===== src/rtl/adc_seq_pkg.sv =====
package adc_seq_pkg;

    localparam int DIV_W = 5;   // holds divisors up to 16
    localparam int SMP_W = 7;   // holds sample lengths up to 64

    typedef enum logic [1:0] {
        ST_IDLE    = 2'd0,
        ST_SAMPLE  = 2'd1,
        ST_CONVERT = 2'd2,
        ST_TAIL    = 2'd3
    } seq_state_t;

    typedef struct packed {
        logic [DIV_W-1:0] div;
        logic [SMP_W-1:0] smp;
    } seq_cfg_t;

    // Non-monotonic code to divisor mapping
    function automatic logic [DIV_W-1:0] div_decode(input logic [1:0] code);
        logic [DIV_W-1:0] r;
        case (code)
            2'b00:   r = DIV_W'(4);
            2'b01:   r = DIV_W'(2);
            2'b10:   r = DIV_W'(16);
            default: r = DIV_W'(8);
        endcase
        return r;
    endfunction

    // Sample length doubles with each code step from 8
    function automatic logic [SMP_W-1:0] smp_decode(input logic [1:0] code);
        return SMP_W'(8) << code;
    endfunction

endpackage


===== src/rtl/adc_cfg_latch.sv =====
module adc_cfg_latch
    import adc_seq_pkg::*;
(
    input  logic       clk,
    input  logic       rst,
    input  logic       load,
    input  logic [1:0] clk_sel,
    input  logic [1:0] smp_sel,
    output seq_cfg_t   cfg
);

    always_ff @(posedge clk) begin
        if (rst) begin
            cfg.div <= div_decode(2'b00);
            cfg.smp <= smp_decode(2'b00);
        end else if (load) begin
            cfg.div <= div_decode(clk_sel);
            cfg.smp <= smp_decode(smp_sel);
        end
    end

endmodule


===== src/rtl/adc_prescaler.sv =====
module adc_prescaler
    import adc_seq_pkg::*;
(
    input  logic             clk,
    input  logic             rst,
    input  logic             run,
    input  logic [DIV_W-1:0] div,
    output logic             tick
);

    logic [DIV_W-1:0] cnt;

    assign tick = run && (cnt == div - DIV_W'(1));

    always_ff @(posedge clk) begin
        if (rst || !run) begin
            cnt <= '0;
        end else if (tick) begin
            cnt <= '0;
        end else begin
            cnt <= cnt + DIV_W'(1);
        end
    end

endmodule


===== src/rtl/adc_phase_fsm.sv =====
module adc_phase_fsm
    import adc_seq_pkg::*;
#(
    parameter int CONV_PERIODS = 40,
    parameter int TAIL_CYCLES  = 2
) (
    input  logic       clk,
    input  logic       rst,
    input  logic       start,
    input  logic       tick,
    input  seq_cfg_t   cfg,
    output seq_state_t state,
    output logic       accept,
    output logic       done
);

    localparam int MAX_A = (64 > CONV_PERIODS) ? 64 : CONV_PERIODS;
    localparam int MAX_PH = (MAX_A > TAIL_CYCLES) ? MAX_A : TAIL_CYCLES;
    localparam int PH_W = $clog2(MAX_PH + 1);

    logic [PH_W-1:0] ph;

    assign accept = (state == ST_IDLE) && start;

    always_ff @(posedge clk) begin
        if (rst) begin
            state <= ST_IDLE;
            ph    <= '0;
            done  <= 1'b0;
        end else begin
            done <= 1'b0;
            case (state)
                ST_IDLE: begin
                    ph <= '0;
                    if (start) state <= ST_SAMPLE;
                end
                ST_SAMPLE: begin
                    if (tick) begin
                        if (ph == PH_W'(cfg.smp) - PH_W'(1)) begin
                            state <= ST_CONVERT;
                            ph    <= '0;
                        end else begin
                            ph <= ph + PH_W'(1);
                        end
                    end
                end
                ST_CONVERT: begin
                    if (tick) begin
                        if (ph == PH_W'(CONV_PERIODS - 1)) begin
                            state <= ST_TAIL;
                            ph    <= '0;
                        end else begin
                            ph <= ph + PH_W'(1);
                        end
                    end
                end
                default: begin
                    if (ph == PH_W'(TAIL_CYCLES - 1)) begin
                        state <= ST_IDLE;
                        ph    <= '0;
                        done  <= 1'b1;
                    end else begin
                        ph <= ph + PH_W'(1);
                    end
                end
            endcase
        end
    end

endmodule


===== src/rtl/adc_seq_top.sv =====
module adc_seq_top
    import adc_seq_pkg::*;
#(
    parameter int CONV_PERIODS = 40,
    parameter int TAIL_CYCLES  = 2
) (
    input  logic       clk,
    input  logic       rst,
    input  logic       start,
    input  logic [1:0] clk_sel,
    input  logic [1:0] smp_sel,
    output logic       busy,
    output logic       sample_en,
    output logic       sar_step,
    output logic       done
);

    seq_cfg_t   cfg;
    seq_state_t state;
    logic       accept;
    logic       tick;
    logic       run;

    adc_cfg_latch u_cfg (
        .clk     (clk),
        .rst     (rst),
        .load    (accept),
        .clk_sel (clk_sel),
        .smp_sel (smp_sel),
        .cfg     (cfg)
    );

    assign run = (state == ST_SAMPLE) || (state == ST_CONVERT);

    adc_prescaler u_pre (
        .clk  (clk),
        .rst  (rst),
        .run  (run),
        .div  (cfg.div),
        .tick (tick)
    );

    adc_phase_fsm #(
        .CONV_PERIODS (CONV_PERIODS),
        .TAIL_CYCLES  (TAIL_CYCLES)
    ) u_fsm (
        .clk    (clk),
        .rst    (rst),
        .start  (start),
        .tick   (tick),
        .cfg    (cfg),
        .state  (state),
        .accept (accept),
        .done   (done)
    );

    assign busy      = (state != ST_IDLE);
    assign sample_en = (state == ST_SAMPLE);
    assign sar_step  = (state == ST_CONVERT) && tick;

endmodule


===== config.mk =====
export PLATFORM = sky130hd
export DESIGN_NAME = adc_seq_top
export DESIGN_NICKNAME = d
export VERILOG_FILES = /design/src/rtl/adc_seq_pkg.sv /design/src/rtl/adc_cfg_latch.sv /design/src/rtl/adc_prescaler.sv /design/src/rtl/adc_phase_fsm.sv /design/src/rtl/adc_seq_top.sv
export SDC_FILE = /design/constraint.sdc
export NUM_CORES = 1
export LEC_CHECK = 0
export BUFFER_PORTS_ARGS = -buffer_cell sky130_fd_sc_hd__buf_4
export CELL_PAD_IN_SITES_DETAIL_PLACEMENT = 0
export CELL_PAD_IN_SITES_GLOBAL_PLACEMENT = 1
export CORE_MARGIN = 2
export CORE_UTILIZATION = 30
export DETAILED_ROUTE_END_ITERATION = 7
export PLACE_DENSITY = 0.55
export SLEW_MARGIN = 10
export SYNTH_ARGS = -nofsm -noshare
export SYNTH_HDL_FRONTEND = slang
export SYNTH_HIERARCHICAL = 1
export SYNTH_SLANG_ARGS = --single-unit
export TNS_END_PERCENT = 30

===== constraint.sdc =====
create_clock -name clk -period 2.35 [get_ports clk]
set_clock_uncertainty 0.2 [all_clocks]
set_input_delay 0.5875 -clock clk [delete_from_list [all_inputs] [get_ports clk]]
set_output_delay 0.5875 -clock clk [all_outputs]
set_load 0.03 [all_outputs]

Word level (Yosys, flattened, before mapping)
Index checks and enable logic that the tools add are counted.
Widths: inputs -> output; s select.
Storage, ports and cells
  logic and storage cells: 53
  output and inout port bits: 4
  register bits after elaboration: 27
  bits of input ports: 7
Operators by class
  equality and inequality tests: 13
  shift-type cells: 1
  add/sub/neg operators: 4
  reductions and logical operators: 14
  mux-type cells: 15
Operator list (number)
  $mux 7: 5
  $pmux 7 s3: 1
  $pmux 5 s3: 1
  $mux 2: 6
  $add 7x1->7 const B: 1
  $eq 7x1->1 const B: 1
  $eq 7x6->1 const B: 1
  $eq 7x7->1: 1
  $shl 4x2->7 const A: 1
  $sub 7x1->7 const B: 1
  $ne 2x1->1 const B: 3
  $pmux 2 s3: 1
  $reduce_and 6->1: 1
  $add 5x1->5 const B: 1
  $eq 5x5->1: 1
  $sub 5x1->5 const B: 1
  $eq 2x1->1 const B: 2
  $eq 2x2->1 const B: 2
  $logic_not 2->1: 2
  $ne 2x2->1 const B: 2
  $reduce_bool 4->1: 1
  $reduce_or 4->1: 1
  $logic_and 1x1->1: 3
  $logic_or 1x1->1: 2
  5 further kinds: 5

Longest topological paths before layout
Gate-level depths: netlist of the first run.
  word-level depth: 5
  gate-level depth with buffers: 13
  gate-level depth less buffers: 12

Hierarchy
Netlist of the first run, hierarchy kept.
By module, submodules not included
  adc_phase_fsm: seq. area each 200.2 µm², times used 1, area each 950.9 µm², cells each 113
  adc_prescaler: seq. area each 100.1 µm², times used 1, area each 369.1 µm², cells each 41
  adc_cfg_latch: seq. area each 160.2 µm², times used 1, area each 364.1 µm², cells each 39
  adc_seq_top: seq. area each 0.0 µm², times used 1, area each 55.1 µm², cells each 7

Worst setup path before layout of the first run
Ideal clock, no wire load.
  path type: flip-flop to flip-flop
  start: register, netlist name u_cfg/cfg[8]
  end: register u_fsm.ph[2]
  library setup time: 0.058 ns
  setup slack: -0.204 ns
  buffers on the path: 0
  data required time: 2.092 ns
  cell stages (with the launch flop): 13
  clock period less this slack: 2.554 ns
  arrival time: 2.296 ns
  cells stage by stage: dfxtp_1 -> inv_1 -> ha_1 -> nand2b_1 -> o211a_1 -> o31ai_4 -> and2_1 -> o21ba_2 -> a41o_1 -> nor2_1 -> nand2_1 -> a21oi_1 -> o22a_1
Between the ends
  word-level cells in the longest chain between the ends: 5
  elaborated cells between the ends (all ways): 6
  those cells by class: add/sub: 1; eq/ne: 3; reduce/logical: 2
RTL lines
  $sub 5x1->5 (*): line adc_prescaler.sv:13  | assign tick = run && (cnt == div - DIV_W'(1));
  $eq 5x5->1 (*): line adc_prescaler.sv:13
  $logic_and 1x1->1 (*): line adc_prescaler.sv:13
  net tick: line adc_seq_top.sv:21  | logic tick;
  $ne 2x2->1 (no line) or $ne 2x1->1 (tied branches)
  $reduce_and 2->1 (no line) (*)
  end signal: assignment: line adc_phase_fsm.sv:43  | ph <= ph + PH_W'(1);
  end signal: assignment: line adc_phase_fsm.sv:53  | ph <= ph + PH_W'(1);
  end signal: assignment: line adc_phase_fsm.sv:63  | ph <= ph + PH_W'(1);
  end: declaration: line adc_phase_fsm.sv:21  | logic [PH_W-1:0] ph;
The timed path passes the listed nets; every way through them passes the cells marked *.
A chain may end at the register's enable or synchronous reset.

Worst setup path in the final report of the first run
  start: register, netlist name u_cfg/cfg[8]
  end: output sar_step
Between the ends
  word-level cells in the longest chain between the ends: 4
RTL lines
  $sub 5x1->5: line adc_prescaler.sv:13
  $eq 5x5->1: line adc_prescaler.sv:13
  $logic_and 1x1->1: line adc_prescaler.sv:13
  net tick: line adc_seq_top.sv:21
  $logic_and 1x1->1: line adc_seq_top.sv:59  | assign sar_step = (state == ST_CONVERT) && tick;
  end: declaration: line adc_seq_top.sv:14  | output logic sar_step,
The timed path passes the listed nets, and every way through them passes these cells.

==> results.toml, run 1 <==
[synthesis]
post-synth-top-area-cell = "dfxtp_1"
synth.avg_cell_area_um2 = 8.70
synth-main-ff-cell = "dfxtp_1"
ys_async_sr_fraction = 0
yosysSeqAreaShare = 0.265
synth_top_area_frac = 0.265
ys_ff_latch = 23
synthDistinctLibCells = 56
synth_cells = 200
netlist_top_cells_area = "dfxtp_1, ha_1, xnor2_1, nor2_1, a21oi_1"
synth_edf_count = 0
synthTopCellsByCount = "dfxtp_1, nor2_1, a21oi_1, inv_1, ha_1"
synth.most_common_cell = "dfxtp_1"
netlist_area_um2 = 1740
ys_warn_count = 6

[critical_path]
critPathKind = "flop to output pin"
cp_slowest_cell = "dfxtp_2"
cpMostUsedCell = "and2_4"
slowest_delay_ps = 340
setup.worst_path.end_class = "output pin"
r2r_end = "u_fsm/ph[2]$_SDFFE_PP0P_"
cp_data_arrival_time_ps = 1690
cp-start-kind = "flop"
worstPathRequired_ps = 1560
reg2reg_from = "u_cfg/cfg[8]$_SDFFE_PP0P_"
path_cells = "inv_2 -> ha_4 -> nand2b_4 -> o211a_1 -> o31ai_4 -> and2_4 -> and2_4 -> buf_6"
r2r_slack_ps = -50
cp_max_fo = 2
r2r_cells = 13

[floorplanning]
start_util = 0.314
ios = 11
core_area_um2 = 5540
die_area_um2 = 6420
fp-row-count = 27
die-width_um = 80.1
die_h_um = 80.1

[final_layout]
finalNonFillerCells = 291
fin_area_um2 = 2080
layout.nets = 239
antenna_cells = 0
drive_above_1_share = 0.251
area_growth_pct = 19.9

[power_and_ir_drop]
ir_drop_mv = 0.316
power_frac_seq = 0.276
p_sw_frac = 0.410
clock_power_share = 0.138
power_leakage_nw = 0.801
comb_power_share = 0.586
internal_power_w = 0.00108
p_sw_w = 0.000748
power_density_nw_per_um2 = 876

[timing]
fin_crit_sh = 1.05
fmax_mhz = 403
timing_hold_violations_final = 0
worst-slew-pin-transition_ps = 596
grt_setup_unrepaired = "true"
finalWorstSetupSlack_ps = -129
min_period_ps = 2480
slew_headroom = 0.603
slew_violations = 0
hold_ws_ps = 323
setup_viol = 3

[clock_network]
cts_tree = "done"
cts.path.max_buffers = 2
cts-buffers-inserted = 3
htreeDepth = 1
worstSkewPairLatency_ps = 260
cts_root_buffer = "clkbuf_8"
cts.sinks = 23
path_clk_slew_ps = 90

[place]
place_congestion = 0.791
place_area_um2 = 1970
io_buffer_count = 10
dp_hpwl_um = 2930
dp_cells = 284
dp_slack_ps = -52.8

[drt]
wirelength_um = 3780
dr.pass1.iters = 7
wire_per_inst_um = 13.0
avgViaCountPerCell = 4.89
drt_iter0_markers = 55
drcViolationCount = 0
antenna_left = 0
route.vias.total = 1423

[global_routing]
grt.total_usage = 0.131
grt_first_pass_wirelength_um = 6690
grt_pass1_vias = 1448
grt-ovfl-total = 0
grt_max_degree = 21
antenna_found_initial = 0

[hold_path]
min_from = "u_cfg/cfg[5]$_SDFFE_PP0P_"
hold_end = "u_cfg/cfg[5]$_SDFFE_PP0P_"
hp-class = "flop to flop"
whs_path_depth = 2

[run]
max_cap_violations = 0

[status]
violations = "setup timing"
status = "finished, violations left"
-- area by class of cell --
| class | instances | area, µm² |
|---|---|---|
| timing repair buffer | 23 | 180 |
| multi-input combinational | 156 | 1260 |
| tap | 72 | 90.1 |
| fill | 590 | 3460 |
| clock buffer | 4 | 45.0 |
| inverter | 13 | 48.8 |
| sequential | 23 | 462 |
-- layout by cell type, fill, tap and decap left out, drive strengths merged, types with 8 or more instances in the layout --
| cell | count |
|---|---|
| nand3 | 8 |
| nand3b | 8 |
| buf | 23 |
| xor2 | 9 |
| nand2b | 11 |
| xnor2 | 8 |
| ha | 12 |
| a21oi | 13 |
| inv | 13 |
| nand2 | 10 |
| nor2 | 18 |
| dfxtp | 23 |
-- stage by stage --
stage / total power [W] / TNS (ps) / util
2_1_floorplan: 0.00122 / -61.1 / -
3_3_place_gp: 0.00145 / 0 / 0.356
3_5_place_dp: 0.00147 / -73.4 / 0.356
4_1_cts: 0.00178 / -352 / 0.371
5_1_grt: 0.00198 / -1120 / 0.376
6_report: 0.00183 / -185 / 0.376
-- flip-flops by register name (all words and copies together), names as in the netlist --
register / cells
u_cfg/cfg: 8
u_fsm/state: 2
u_pre/cnt: 5
u_fsm/done: 1
u_fsm/ph: 7
-- timing repair --
| item | in CTS | in global routing |
|---|---|---|
| pin swaps | 6 | 6 |
| setup endpoints to repair | 7 | 10 |
| setup buffers | 3 | 0 |
| resized for setup | 6 | 6 |
| hold buffers | 0 | 0 |
-- worst max path at each step --
stage,slack (ps),from,to
after CTS,-160,u_cfg/cfg[8]$_SDFFE_PP0P_,sar_step
final,-130,u_cfg/cfg[8]$_SDFFE_PP0P_,sar_step
after global routing,-210,u_cfg/cfg[8]$_SDFFE_PP0P_,sar_step
after floorplan,-40,u_cfg/cfg[8]$_SDFFE_PP0P_,u_fsm/ph[2]$_SDFFE_PP0P_
after detailed placement,-50,u_cfg/cfg[8]$_SDFFE_PP0P_,u_fsm/ph[2]$_SDFFE_PP0P_
after global placement,20,u_cfg/cfg[8]$_SDFFE_PP0P_,u_fsm/ph[2]$_SDFFE_PP0P_
-- power by group through the flow --
stage | combinational, W | clock [W] | sequential (W)
3_3_place_gp | 0.000945 | 0 | 0.000507
3_5_place_dp | 0.000963 | 0 | 0.000508
4_1_cts | 0.00101 | 0.000268 | 0.000499
6_report | 0.00107 | 0.000252 | 0.000505
2_1_floorplan | 0.000716 | 0 | 0.000507
5_1_grt | 0.00119 | 0.000281 | 0.000513
-- per-layer routing --
metal / GRT usage / wire length (µm)
met1: 0.152 / 1680
met4: 0.0305 / 25
met3: 0.0236 / 62
met2: 0.247 / 2010
met5: 0 / 0
-- cell families (layout without fill, tap and decap cells) --
group / count (synthesis) / count (layout) / synth area share
AOI/OAI and AO/OA: 44 / 44 / 0.206
xor gates and xnor gates: 18 / 18 / 0.107
adders and majority gates: 12 / 12 / 0.0863
buffers and inverters: 24 / 40 / 0.0662
DFF: 23 / 23 / 0.265
muxes: 3 / 3 / 0.0173
other: 1 / 4 / 0.00216
and+or+nand+nor: 75 / 75 / 0.250
-- worst max-delay path: cells and delay by family (launching register included) --
family	cells	cell delay (ps)
compound gates	2	340
fa+ha+maj	1	150
buf+inv	2	160
flops	1	340
simple gates	3	430
Note: power is estimated with default switching activity, not from simulation.
==> inputs of run 2 (changes only) <==
- GPL_TIMING_DRIVEN: not set -> 0
==> run 2 against run 1 <==
  * The run still ends with setup timing left
  * Via count up 1.5%
  * Total power is 0.15% higher
  * Worst setup slack worse by 43 ps
  * Final area up 1.4%
  * Non-clock buffer count is 6 higher
  * Maximum frequency down 1.7%
  * Die area stayed put
  * Routed wire length shrank 2.3%
  * Register-to-register slack got worse by 40 ps
  * Core utilization increased by 0.54 points
  * Worst hold slack got worse by 12 ps
  * Critical endpoint unchanged
  * Largest cell class unchanged
==> results.toml, run 2 (synthesis gave the netlist of run 1 again) <==
[clock_network]
cts_root_buffer = "clkbuf_8"
cts_tree = "done"
hold_buffers = 0
cts-buffers-inserted = 3
path_clk_slew_ps = 90
htreeDepth = 1
cts.path.max_buffers = 2
cts.sinks = 23
worstSkewPairLatency_ps = 270

[final_layout]
finalNonFillerCells = 297
layout.nets = 245
top_register = "u_cfg/cfg"
multi_input_area_um2 = 1250
largest_reg_flops = 8
largestRegisters = "u_cfg/cfg: 8 flops, u_fsm/ph: 7 flops, u_pre/cnt: 5 flops"
fill_cells = 588
drive_above_1_share = 0.262
antenna_cells = 0
final-seq-area_um2 = 464
finish.utilization = 0.382
layout_common_cells = "buf_4, dfxtp_1, nor2_1"
area_growth_pct = 21.6

[global_routing]
grt_pass1_vias = 1386
grt_first_pass_wirelength_um = 6330
antenna_found_initial = 0
grt-ovfl-total = 0
grt.total_usage = 0.124
grt_max_degree = 15

[timing]
hold_ws_ps = 310
fin_crit_sh = 1.07
tns_ps = -283
timing_hold_violations_final = 0
slew_violations = 0
setup_viol = 6
grt_setup_unrepaired = "true"
min_period_ps = 2520
fmax_mhz = 396
finalWorstSetupSlack_ps = -172

[floorplanning]
die_area_um2 = 6420
core_area_um2 = 5540
die-width_um = 80.1
die_h_um = 80.1
fp-row-count = 27
start_util = 0.314
ios = 11

[critical_path]
path_cells = "inv_2 -> ha_4 -> nand2b_4 -> o211a_1 -> o31ai_4 -> and2_4 -> and2_4 -> buf_6"
cpMostUsedCell = "and2_4"
cp_slowest_cell = "dfxtp_2"
setup.worst_path.end_class = "output pin"
critPathKind = "flop to output pin"
slowest_delay_ps = 340
cp_max_fo = 2
cp-start-kind = "flop"
worstPathRequired_ps = 1560
cp_data_arrival_time_ps = 1730
r2r_slack_ps = -90

[drt]
drcViolationCount = 0
wirelength_um = 3690
avgViaCountPerCell = 4.87
dr.pass1.iters = 4
route.vias.total = 1445
drt_iter0_markers = 55
antenna_left = 0
wire_per_inst_um = 12.4

[status]
violations = "setup timing"
status = "finished, violations left"

[place]
dp_slack_ps = -304
place_congestion = 0.717
dp_cells = 285
dp_hpwl_um = 2840
io_buffer_count = 10

[power_and_ir_drop]
power_leakage_nw = 0.817
ir_drop_mv = 0.302
power_density_nw_per_um2 = 865

[hold_path]
hp-class = "flop to flop"

[run]
max_cap_violations = 0
==> run 2: repair_timing <==
item,in CTS,in global routing
gates resized for setup,7,6
setup endpoints to repair,10,10
setup buffers,7,1
pin swaps,6,6
==> run 2: final timing paths <==
path | cells past startpoint | end | startpoint
worst max-delay path | 8 | sar_step | u_cfg/cfg[8]$_SDFFE_PP0P_
worst min-delay path | 2 | u_cfg/cfg[5]$_SDFFE_PP0P_ | u_cfg/cfg[5]$_SDFFE_PP0P_
worst max register to register | 12 | u_fsm/ph[2]$_SDFFE_PP0P_ | u_cfg/cfg[8]$_SDFFE_PP0P_
worst min register to register | 2 | u_cfg/cfg[5]$_SDFFE_PP0P_ | u_cfg/cfg[5]$_SDFFE_PP0P_
==> run 2: final cells by class <==
type,instances,share of cell area
Clock inverter,1,0.00355
Sequential cell,23,0.220
Tap cell,72,0.0426
Multi-Input combinational cell,156,0.593
Clock buffer,3,0.0195
Buffer,11,0.0314
Inverter,13,0.0231
Timing Repair Buffer,18,0.0675
==> run 2: report_power, final <==
part / leakage, nW / internal (W) / switching (W)
registers: 0.188 / 0.000445 / 0.0000730
logic: 0.607 / 0.000509 / 0.000534
clock network: 0.0217 / 0.000120 / 0.000148
==> run 2: metrics by stage <==
| step | power, W | cell area, µm² |
|---|---|---|
| floorplan | 0.00122 | 1800 |
| global placement | 0.00140 | 1960 |
| detailed placement | 0.00142 | 1960 |
| CTS | 0.00178 | 2080 |
| global route | 0.00197 | 2110 |
| finish | 0.00183 | 2110 |
==> run 2: layer usage <==
layer	routed length, µm	track usage	up-vias
li1	-	-	738
met3	68	0.0270	9
met2	1830	0.223	10
met5	0	0	-
met4	96	0.0441	0
met1	1700	0.145	688
==> run 2: worst max-delay path: cells and delay by family (launching register included) <==
kind | cells | cell delay [ps]
adders and majority gates | 1 | 150
buffers and inverters | 2 | 160
AOI/OAI and AO/OA | 2 | 360
DFF | 1 | 340
and+or+nand+nor | 3 | 440
==> inputs of run 3 (changes only) <==
- ABC_AREA: not set -> 1
- PLACE_DENSITY: 0.55 -> 0.58
- SETUP_SLACK_MARGIN: not set -> 0.1
==> run 3 against run 2 <==
  * The flow still finishes with violations (setup timing)
  * Die area increased by 0.55%
  * Maximum frequency up 5.2%
  * Worst hold slack got worse by 22 ps
  * Sequential power decreased by 4.6%
  * Critical path depth increased by 4
  * Highest routed layer unchanged
==> results.toml, run 3 <==
[status]
status = "finished, violations left"
violations = "setup timing"

[timing]
setup_viol = 1
fin_crit_sh = 1.02
timing_hold_violations_final = 0
worst-slew-pin-transition_ps = 702
tns_ps = -46.4
slew_violations = 0
slew_headroom = 0.532
min_period_ps = 2400
finalWorstSetupSlack_ps = -46.4
grt_setup_unrepaired = "true"
fmax_mhz = 417

[synthesis]
ys_ff_latch = 23
ys_async_sr_fraction = 0
ys_warn_count = 6
netlist_area_um2 = 1750
synth_edf_count = 0
netlist_top_cells_area = "dfxtp_1, nand2_1, ha_1, inv_1, nand3_1"
synth-main-ff-cell = "dfxtp_1"
post-synth-top-area-cell = "dfxtp_1"
synthTopCellsByCount = "nand2_1, inv_1, nor2_1"
yosysSeqAreaShare = 0.263
synthDistinctLibCells = 27
synth_top_area_frac = 0.263
synth.avg_cell_area_um2 = 6.43
synth_cells = 272
synth.most_common_cell = "nand2_1"

[critical_path]
worstPathRequired_ps = 1560
cp_max_fo = 2
setup.worst_path.end_class = "output pin"
path_cells = "inv_2 -> ha_4 -> nand2_2 -> inv_1 -> nor2_1 -> nand3_1 -> nor2_1 -> nand2_1 -> inv_2 -> nand2_1 -> inv_1 -> buf_6"
cp_data_arrival_time_ps = 1610
cp_slowest_cell = "dfxtp_2"
slowest_delay_ps = 340
critPathKind = "flop to output pin"
cp-start-kind = "flop"

[floorplanning]
die-width_um = 80.4
die_area_um2 = 6460
fp-row-count = 27
start_util = 0.314
ios = 11
core_area_um2 = 5570
die_h_um = 80.4

[clock_network]
worstSkewPairLatency_ps = 270
cts-buffers-inserted = 3
hold_buffers = 0
cts_root_buffer = "clkbuf_8"
path_clk_slew_ps = 90
cts.sinks = 23
htreeDepth = 1
cts.path.max_buffers = 2
cts_tree = "done"

[drt]
wl_met1_um = 1920
wire_per_inst_um = 10.3
wl_met2_um = 1730
antenna_left = 0
drcViolationCount = 0
drt_iter0_markers = 43
dr.pass1.iters = 4
avgViaCountPerCell = 4.33
route.vias.total = 1590
wl_met3_um = 84
wirelength_um = 3770
highest_layer = "met4"

[final_layout]
area_growth_pct = 19.3
top_register = "u_cfg/cfg"
fill_cells = 626
finish.utilization = 0.374
antenna_cells = 0
layout_common_cells = "nand2_1, inv_1, nor2_1"
largest_reg_flops = 8
largestRegisters = "u_cfg/cfg: 8 flops, u_fsm/ph: 7 flops, u_pre/cnt: 5 flops"
drive_above_1_share = 0.258
layout.nets = 315
final_common_cell = "nand2_1"
fin_area_um2 = 2090
multi_input_area_um2 = 1130
final-seq-area_um2 = 469

[global_routing]
grt_max_degree = 14
grt-ovfl-total = 0
grt.total_usage = 0.129
antenna_found_initial = 0
grt_pass1_vias = 1481
grt_first_pass_wirelength_um = 6620

[run]
max_cap_violations = 0

[place]
place_area_um2 = 1930
io_buffer_count = 10
place_congestion = 0.741
dp_hpwl_um = 2920

[power_and_ir_drop]
power.total_w = 0.00151
power_leakage_nw = 0.925
ir_drop_mv = 0.413
power_density_nw_per_um2 = 726

[hold_path]
hp-class = "flop to flop"
run 3: changes by cell type after synthesis, sizes merged, moves of 4 or more:
| cell | before | now |
|---|---|---|
| a21oi | 13 | 21 |
| inv | 13 | 47 |
| nand2 | 10 | 80 |
| nand2b | 11 | 0 |
| nand3 | 8 | 28 |
| nand3b | 8 | 0 |
| nor2 | 18 | 33 |
| nor2b | 4 | 0 |
| xnor2 | 8 | 2 |
run 3: worst max-delay path: cells and delay by family (launching register included):
| kind | cells | cell delay (ps) |
|---|---|---|
| buffers and inverters | 5 | 340 |
| adder cells (fa/ha/maj) | 1 | 200 |
| flip-flops | 1 | 340 |
| AND/OR/NAND/NOR | 6 | 450 |
run 3: through the flow:
step	instances	hold WS (ps)	setup WS [ps]
after floorplan	275	241	152
after global placement	357	255	-272
after detailed placement	357	263	-286
after CTS	365	285	-62.3
after global routing	367	304	-186
final	367	289	-46.4
run 3: cell families after synthesis:
family / share of synthesized area
xor gates and xnor gates: 0.0401
and+or+nand+nor: 0.378
adders and majority gates: 0.0858
buffers and inverters: 0.131
DFF: 0.263
AOI/OAI and AO/OA: 0.100
other: 0.00214
run 3: worst paths after layout:
check                                                from                          end  slack (ps)  depth (start not counted)
worst max-delay path            u_cfg/cfg[8]$_SDFFE_PP0P_                     sar_step         -50                         12
worst min-delay path              u_pre/cnt[0]$_SDFF_PP0_      u_pre/cnt[0]$_SDFF_PP0_         290                          1
worst max register to register  u_cfg/cfg[8]$_SDFFE_PP0P_  u_fsm/state[0]$_SDFFE_PP0P_         240                         15
worst min register to register    u_pre/cnt[0]$_SDFF_PP0_      u_pre/cnt[0]$_SDFF_PP0_         290                          1
run 3: area by class of cell:
type                       instances  share of cell area
clock buffer                       3              0.0198
inverter                          48              0.0863
buffer                             7              0.0234
timing repair buffer              16              0.0594
clock inverter                     1             0.00240
tap                               72              0.0432
sequential                        23               0.225
multi-input combinational        197               0.541
run 3: power by group:
part | switching [W] | total, W | internal (W)
sequential | 0.0000549 | 0.000494 | 0.000440
clock | 0.000133 | 0.000252 | 0.000119
combinational | 0.000459 | 0.000768 | 0.000309
total | 0.000647 | 0.00151 | 0.000867
run 3: layer usage:
layer / GRT usage / vias up
li1: - / 883
met1: 0.170 / 690
met2: 0.222 / 13
met3: 0.0213 / 4
met4: 0.0254 / 0
met5: 0 / -
run 3: what timing repair did:
action / CTS / global route
setup endpoints to repair: 10 / 10
pin swaps: 5 / 9
buffers inserted: 4 / 2
gates resized for setup: 13 / 7
